<file path="config.mk">
export PLATFORM = sky130hd
export DESIGN_NAME = xmem_write_seq
export DESIGN_NICKNAME = d
export VERILOG_FILES = /design/src/rtl/xmw_pkg.sv /design/src/rtl/xmw_ack_sync.sv /design/src/rtl/xmw_ctrl.sv /design/src/rtl/xmw_pins.sv /design/src/rtl/xmem_write_seq.sv
export SDC_FILE = /design/constraint.sdc
export NUM_CORES = 1
export LEC_CHECK = 0
export CORE_MARGIN = 2
export CORE_UTILIZATION = 53
export DETAILED_ROUTE_END_ITERATION = 10
export DONT_BUFFER_PORTS = 1
export PLACE_DENSITY_LB_ADDON = 0.25
export SLEW_MARGIN = 30
export SYNTH_ARGS = -nofsm -noshare
export SYNTH_HDL_FRONTEND = slang
export SYNTH_SLANG_ARGS = --single-unit
</file>
<file path="constraint.sdc">
create_clock -name clk -period 2.84 [get_ports clk]
set_input_delay 0.568 -clock clk [delete_from_list [all_inputs] [get_ports clk]]
set_output_delay 0.568 -clock clk [all_outputs]
set_load 0.01 [all_outputs]
</file>
<file path="src/rtl/xmw_pkg.sv">
package xmw_pkg;

    localparam int WS_W = 3;

    typedef enum logic [2:0] {
        ST_IDLE   = 3'd0,
        ST_SETUP  = 3'd1,
        ST_STROBE = 3'd2,
        ST_HOLD   = 3'd3,
        ST_QUIET  = 3'd4
    } xmw_state_e;

    typedef struct packed {
        logic [WS_W-1:0] waits;
        logic            hold_en;
        logic            idle_en;
    } xmw_cfg_t;

    // State entered once the strobe is released
    function automatic xmw_state_e post_strobe(input xmw_cfg_t c);
        if (c.hold_en)      return ST_HOLD;
        else if (c.idle_en) return ST_QUIET;
        else                return ST_IDLE;
    endfunction

    // State entered after the address-hold cycle
    function automatic xmw_state_e post_hold(input xmw_cfg_t c);
        return c.idle_en ? ST_QUIET : ST_IDLE;
    endfunction

endpackage

</file>
<file path="src/rtl/xmw_ack_sync.sv">
module xmw_ack_sync #(
    parameter int STAGES = 2
) (
    input  logic clk,
    input  logic rst,
    input  logic ack_async,
    output logic ack_sync
);
    logic [STAGES-1:0] chain_q;

    always_ff @(posedge clk) begin
        if (rst) chain_q <= '1;
        else     chain_q <= {chain_q[STAGES-2:0], ack_async};
    end

    assign ack_sync = chain_q[STAGES-1];
endmodule

</file>
<file path="src/rtl/xmw_ctrl.sv">
module xmw_ctrl
    import xmw_pkg::*;
(
    input  logic       clk,
    input  logic       rst,
    input  logic       req_valid,
    input  xmw_cfg_t   cfg_in,
    input  logic       ack_ok,
    output xmw_state_e state,
    output logic       accept,
    output logic       strobe_data,
    output logic       done
);
    localparam int CNT_W = WS_W + 1;
    localparam logic [CNT_W-1:0] CNT_MAX = {CNT_W{1'b1}};

    xmw_state_e        state_q, state_d;
    xmw_cfg_t          cfg_q;
    logic [CNT_W-1:0]  cnt_q;
    logic              done_q;
    logic              wait_over;

    assign accept    = (state_q == ST_IDLE) && req_valid;
    assign wait_over = cnt_q > {1'b0, cfg_q.waits};

    always_comb begin
        state_d = state_q;
        unique case (state_q)
            ST_IDLE:   if (req_valid) state_d = ST_SETUP;
            ST_SETUP:  state_d = ST_STROBE;
            ST_STROBE: if (wait_over && ack_ok) state_d = post_strobe(cfg_q);
            ST_HOLD:   state_d = post_hold(cfg_q);
            ST_QUIET:  state_d = ST_IDLE;
            default:   state_d = ST_IDLE;
        endcase
    end

    always_ff @(posedge clk) begin
        if (rst) begin
            state_q <= ST_IDLE;
            cfg_q   <= '0;
            cnt_q   <= '0;
            done_q  <= 1'b0;
        end else begin
            state_q <= state_d;
            done_q  <= (state_q != ST_IDLE) && (state_d == ST_IDLE);
            if (accept) cfg_q <= cfg_in;
            if (state_q != ST_STROBE)  cnt_q <= '0;
            else if (cnt_q != CNT_MAX) cnt_q <= cnt_q + 1'b1;
        end
    end

    assign state       = state_q;
    assign strobe_data = (state_q == ST_STROBE) && (cnt_q != '0);
    assign done        = done_q;

    assert_done_in_idle_R8: assert property (@(posedge clk) disable iff (rst)
        done |-> (state_q == ST_IDLE));

    assert_strobe_follows_setup_R2: assert property (@(posedge clk) disable iff (rst)
        (state_q == ST_SETUP) |=> (state_q == ST_STROBE));

    assert_quiet_needs_cfg_R7: assert property (@(posedge clk) disable iff (rst)
        (state_q == ST_QUIET) |-> cfg_q.idle_en);
endmodule

</file>
<file path="src/rtl/xmw_pins.sv">
module xmw_pins
    import xmw_pkg::*;
#(
    parameter int ADDR_W = 16,
    parameter int DATA_W = 16,
    parameter int BANKS  = 4,
    localparam int BANK_W = (BANKS > 1) ? $clog2(BANKS) : 1
) (
    input  logic              clk,
    input  logic              rst,
    input  logic              accept,
    input  logic [ADDR_W-1:0] addr_in,
    input  logic [DATA_W-1:0] data_in,
    input  logic [BANK_W-1:0] bank_in,
    input  xmw_state_e        state,
    input  logic              strobe_data,
    output logic [ADDR_W-1:0] mem_addr,
    output logic [BANKS-1:0]  mem_sel_n,
    output logic              mem_wr_n,
    output logic [DATA_W-1:0] mem_data,
    output logic              mem_data_oe
);
    logic [ADDR_W-1:0] addr_q;
    logic [DATA_W-1:0] data_q;
    logic [BANK_W-1:0] bank_q;
    logic              bus_active;

    always_ff @(posedge clk) begin
        if (rst) begin
            addr_q <= '0;
            data_q <= '0;
            bank_q <= '0;
        end else if (accept) begin
            addr_q <= addr_in;
            data_q <= data_in;
            bank_q <= bank_in;
        end
    end

    assign bus_active = (state == ST_SETUP) || (state == ST_STROBE) || (state == ST_HOLD);

    for (genvar b = 0; b < BANKS; b++) begin : g_sel
        assign mem_sel_n[b] = !(bus_active && (bank_q == BANK_W'(b)));
    end

    assign mem_addr    = bus_active ? addr_q : '0;
    assign mem_wr_n    = (state != ST_STROBE);
    assign mem_data_oe = strobe_data;
    assign mem_data    = strobe_data ? data_q : '0;

    assert_oe_inside_strobe_R5: assert property (@(posedge clk) disable iff (rst)
        mem_data_oe |-> !mem_wr_n);

    assert_addr_released_R6: assert property (@(posedge clk) disable iff (rst)
        (&mem_sel_n) |-> (mem_addr == '0));
endmodule

</file>
<file path="src/rtl/xmem_write_seq.sv">
module xmem_write_seq
    import xmw_pkg::*;
#(
    parameter int ADDR_W = 16,
    parameter int DATA_W = 16,
    parameter int BANKS  = 4,
    localparam int BANK_W = (BANKS > 1) ? $clog2(BANKS) : 1
) (
    input  logic              clk,
    input  logic              rst,
    input  logic              req_valid,
    output logic              req_ready,
    input  logic [ADDR_W-1:0] req_addr,
    input  logic [DATA_W-1:0] req_data,
    input  logic [BANK_W-1:0] req_bank,
    input  logic [WS_W-1:0]   cfg_wait,
    input  logic              cfg_hold_en,
    input  logic              cfg_idle_en,
    output logic              done,
    output logic [ADDR_W-1:0] mem_addr,
    output logic [BANKS-1:0]  mem_sel_n,
    output logic              mem_wr_n,
    output logic [DATA_W-1:0] mem_data,
    output logic              mem_data_oe,
    input  logic              ack_in
);
    xmw_state_e state;
    xmw_cfg_t   cfg_in;
    logic       ack_s, accept, strobe_data;

    assign cfg_in = '{waits: cfg_wait, hold_en: cfg_hold_en, idle_en: cfg_idle_en};

    xmw_ack_sync #(.STAGES(2)) u_sync (
        .clk      (clk),
        .rst      (rst),
        .ack_async(ack_in),
        .ack_sync (ack_s)
    );

    xmw_ctrl u_ctrl (
        .clk        (clk),
        .rst        (rst),
        .req_valid  (req_valid),
        .cfg_in     (cfg_in),
        .ack_ok     (ack_s),
        .state      (state),
        .accept     (accept),
        .strobe_data(strobe_data),
        .done       (done)
    );

    xmw_pins #(.ADDR_W(ADDR_W), .DATA_W(DATA_W), .BANKS(BANKS)) u_pins (
        .clk        (clk),
        .rst        (rst),
        .accept     (accept),
        .addr_in    (req_addr),
        .data_in    (req_data),
        .bank_in    (req_bank),
        .state      (state),
        .strobe_data(strobe_data),
        .mem_addr   (mem_addr),
        .mem_sel_n  (mem_sel_n),
        .mem_wr_n   (mem_wr_n),
        .mem_data   (mem_data),
        .mem_data_oe(mem_data_oe)
    );

    assign req_ready = (state == ST_IDLE);

    assert_single_select_R2: assert property (@(posedge clk) disable iff (rst)
        $onehot0(~mem_sel_n));

    assert_strobe_needs_select_R2: assert property (@(posedge clk) disable iff (rst)
        !mem_wr_n |-> ($countones(~mem_sel_n) == 1));

    assert_setup_before_fall_R2: assert property (@(posedge clk) disable iff (rst)
        $fell(mem_wr_n) |-> $past(!(&mem_sel_n)));

    assert_no_data_first_cycle_R5: assert property (@(posedge clk) disable iff (rst)
        $fell(mem_wr_n) |-> !mem_data_oe);

    assert_done_single_R8: assert property (@(posedge clk) disable iff (rst)
        done |=> !done);

    assert_ready_quiet_R8: assert property (@(posedge clk) disable iff (rst)
        req_ready |-> (mem_wr_n && (&mem_sel_n) && !mem_data_oe));
endmodule

</file>
==> flow_metrics.tcl <==
set metrics [dict create \
    hold_ws_ns 0.334 \
    synthDistinctLibCells 38 \
    gp_congestion 0.728 \
    io_pins 83 \
    drc_errors 0 \
    vias_per_cell 5.25 \
    setup_viol 0 \
    cts_tree "yes" \
    num_antenna_cells 0 \
    sw_frac_of_total_pct 25.6 \
    drive_gt1_share_pct 6.72 \
    nets 316 \
    cts_hold_buf 0 \
    final_cell_area_um2 2310 \
    die_x_um 68.5 \
    synth-seq-cells 49 \
    rsz0062_at_grt "false" \
    clkLatencyLatePin_ns 0.29 \
    period_needed_ns 2.36 \
    dieArea_um2 4690 \
    internal-power_uw 1070 \
    p_clk_share_pct 32.8 \
    worstMarginPinSlew_ns 0.740 \
    synth_largest_area_cell "dfxtp_1" \
    worst_ir_drop_vdd_v 0.000416 \
    core_um2 4000 \
    yosys_warnings 0 \
    grt_pass1_wl_mm 6.67 \
    portBuffers 0 \
    synth_area_um2 2210 \
    dr.pass1.iters 4 \
    die_height_um 68.5 \
    start_util_pct 55.1 \
    cts_post_setup_buffers_inserted 0 \
    path_class "flip-flop to output port" \
    vias 1669 \
    synth-main-ff-cell "dfxtp_1" \
    grt_antenna_before_repair 0 \
    power.leakage_uw 0.000877 \
    required_ns 2.27 \
    wl_per_cell_um 13.6 \
    combPwrFrac_pct 13.9 \
    grt_overflow 0 \
    ant_nets 0 \
    seqPwrFrac_pct 53.3 \
    maxSlewViolCount 0 \
    crit_path_end_kind "output port" \
    synth.area.top_cells "dfxtp_1, nand2_1, and2_1" \
    cap_viol_max_count 0 \
    worstSetupStartpointType "flip-flop" \
    status "finished, final reports clean" \
    cts.sink_count 49 \
    cts_resized 0 \
    drt_wl_total_mm 4.32 \
    placed_area_um2 2200 \
    p_per_area_nw_per_um2 625 \
    p_total_uw 1440 \
    placed_cells 311 \
    max_freq_mhz 424 \
    yosys-top-cells-count "nand2_1, dfxtp_1, a21oi_1, and2_1, nor2_1" \
    syn_nets 324 \
    synth.most_common_cell "nand2_1" \
    worstHoldPathType "input pin to flip-flop" \
    async_flop_share_pct 0 \
    p_sw_uw 370 \
    synthCells 276 \
    numCtsBuffers 5 \
    syn2layout_area_growth_pct 4.59 \
    root_buffer "clkbuf_8" \
    tns_ns 0 \
    hold_violations 0 \
    yosysSeqAreaShare_pct 44.5 \
    grt_usage_pct 19.0 \
    clock_skew_ns 0.00727 \
    cp.arrival_ns 1.79 \
    slew_headroom_pct 50.6 \
    cts_buffer_depth 2 \
    synth_edf_count 0 \
    grt_max_degree 48 \
    final_cell_count_no_fill 318 \
    syn_avg_cell_area_um2 7.99 \
    fin_crit_sh_pct 83.0 \
    htreeDepth 2 \
    synth_top_area_share_pct 44.5 \
    worstPathMaxFanout 17 \
    grt_pass1_vias 1479 \
    post-dp-hpwl_mm 2.92 \
    clkTransAtPathRegs_ns 0.09 \
    drt_iter0_markers 112 \
    fp-row-count 23 \
]
power by group through the flow:
stage / clock network, uW / registers, uW / logic (uW)
2_1_floorplan: 0 / 774 / 185
3_3_place_gp: 0 / 783 / 203
3_5_place_dp: 0 / 785 / 206
4_1_cts: 487 / 769 / 205
5_1_grt: 516 / 777 / 230
6_report: 472 / 769 / 201
flip-flops by register name (all words and copies together) (netlist names):
| signal | count |
|---|---|
| u_ctrl.state | 3 |
| u_ctrl.cnt_q | 4 |
| u_pins.bank_q | 2 |
| u_pins.addr_q | 16 |
| u_sync.chain_q | 2 |
| u_ctrl.cfg_q | 5 |
| u_pins.data_q | 16 |
| u_ctrl.done | 1 |
critical path, cell delays in order (launching register included):
cell     delay (ns)
dfxtp_1        0.47
nor3b_2        0.26
inv_1          0.15
a21oi_4        0.36
and2_1         0.25
logic make-up (layout without fill, tap and decap cells):
kind of cell,Yosys count,count (layout),share of synthesized area [%]
simple gates,146,146,32.1
compound gates,49,49,14.0
flops,49,49,44.5
buf+inv,24,16,5.39
fa+ha+maj,5,5,2.84
xor+xnor,2,2,0.794
mux,1,1,0.454
placed cells by master, fill, tap and decap left out, types with 2 or more instances in the layout:
| cell type | n |
|---|---|
| or2_2 | 2 |
| ha_1 | 5 |
| dfxtp_1 | 49 |
| clkbuf_8 | 5 |
| o31ai_1 | 2 |
| nand2_1 | 81 |
| nand3_1 | 4 |
| a21oi_1 | 39 |
| inv_1 | 7 |
| nor2_1 | 10 |
| nand3b_1 | 2 |
| nor3_1 | 4 |
| and2_1 | 32 |
final cells by class:
cell class	count	area, um^2
Clock buffer	5	68.8
Multi-Input combinational cell	203	1110
Tap cell	50	62.6
Fill cell	379	1690
Timing Repair Buffer	2	27.5
Clock inverter	2	35.0
Sequential cell	49	981
Inverter	7	26.3
per-stage QoR:
step                      util [%]  setup WS [ns]
final                         57.7          0.484
after global routing          57.7          0.302
after CTS                     57.7          0.437
after detailed placement      55.1          0.761
after global placement        55.1          0.803
after floorplan                  -          0.994
final timing paths:
kind / slack [ns] / from / cells past startpoint / end
min reg2reg: 0.43 / u_sync.chain_q[0] / 1 / u_sync.chain_q[1]
max reg2reg: 0.97 / u_ctrl.cnt_q[2] / 5 / u_ctrl.done
min: 0.33 / rst / 1 / u_pins.addr_q[1]
max: 0.48 / u_ctrl.state[1] / 4 / mem_data[15]
per-layer routing:
layer  share of wire [%]  vias to the layer above  GRT usage [%]  routed length (um)
met4                0.63                        0           5.25                  27
met1                  48                      737           25.6                2060
met3                 7.2                        2           6.33                 312
li1                    -                      876              -                   -
met2                  44                       54           29.0                1920
met5                   0                        -              0                   0
No activity file was read; power rests on OpenSTA's default activity.
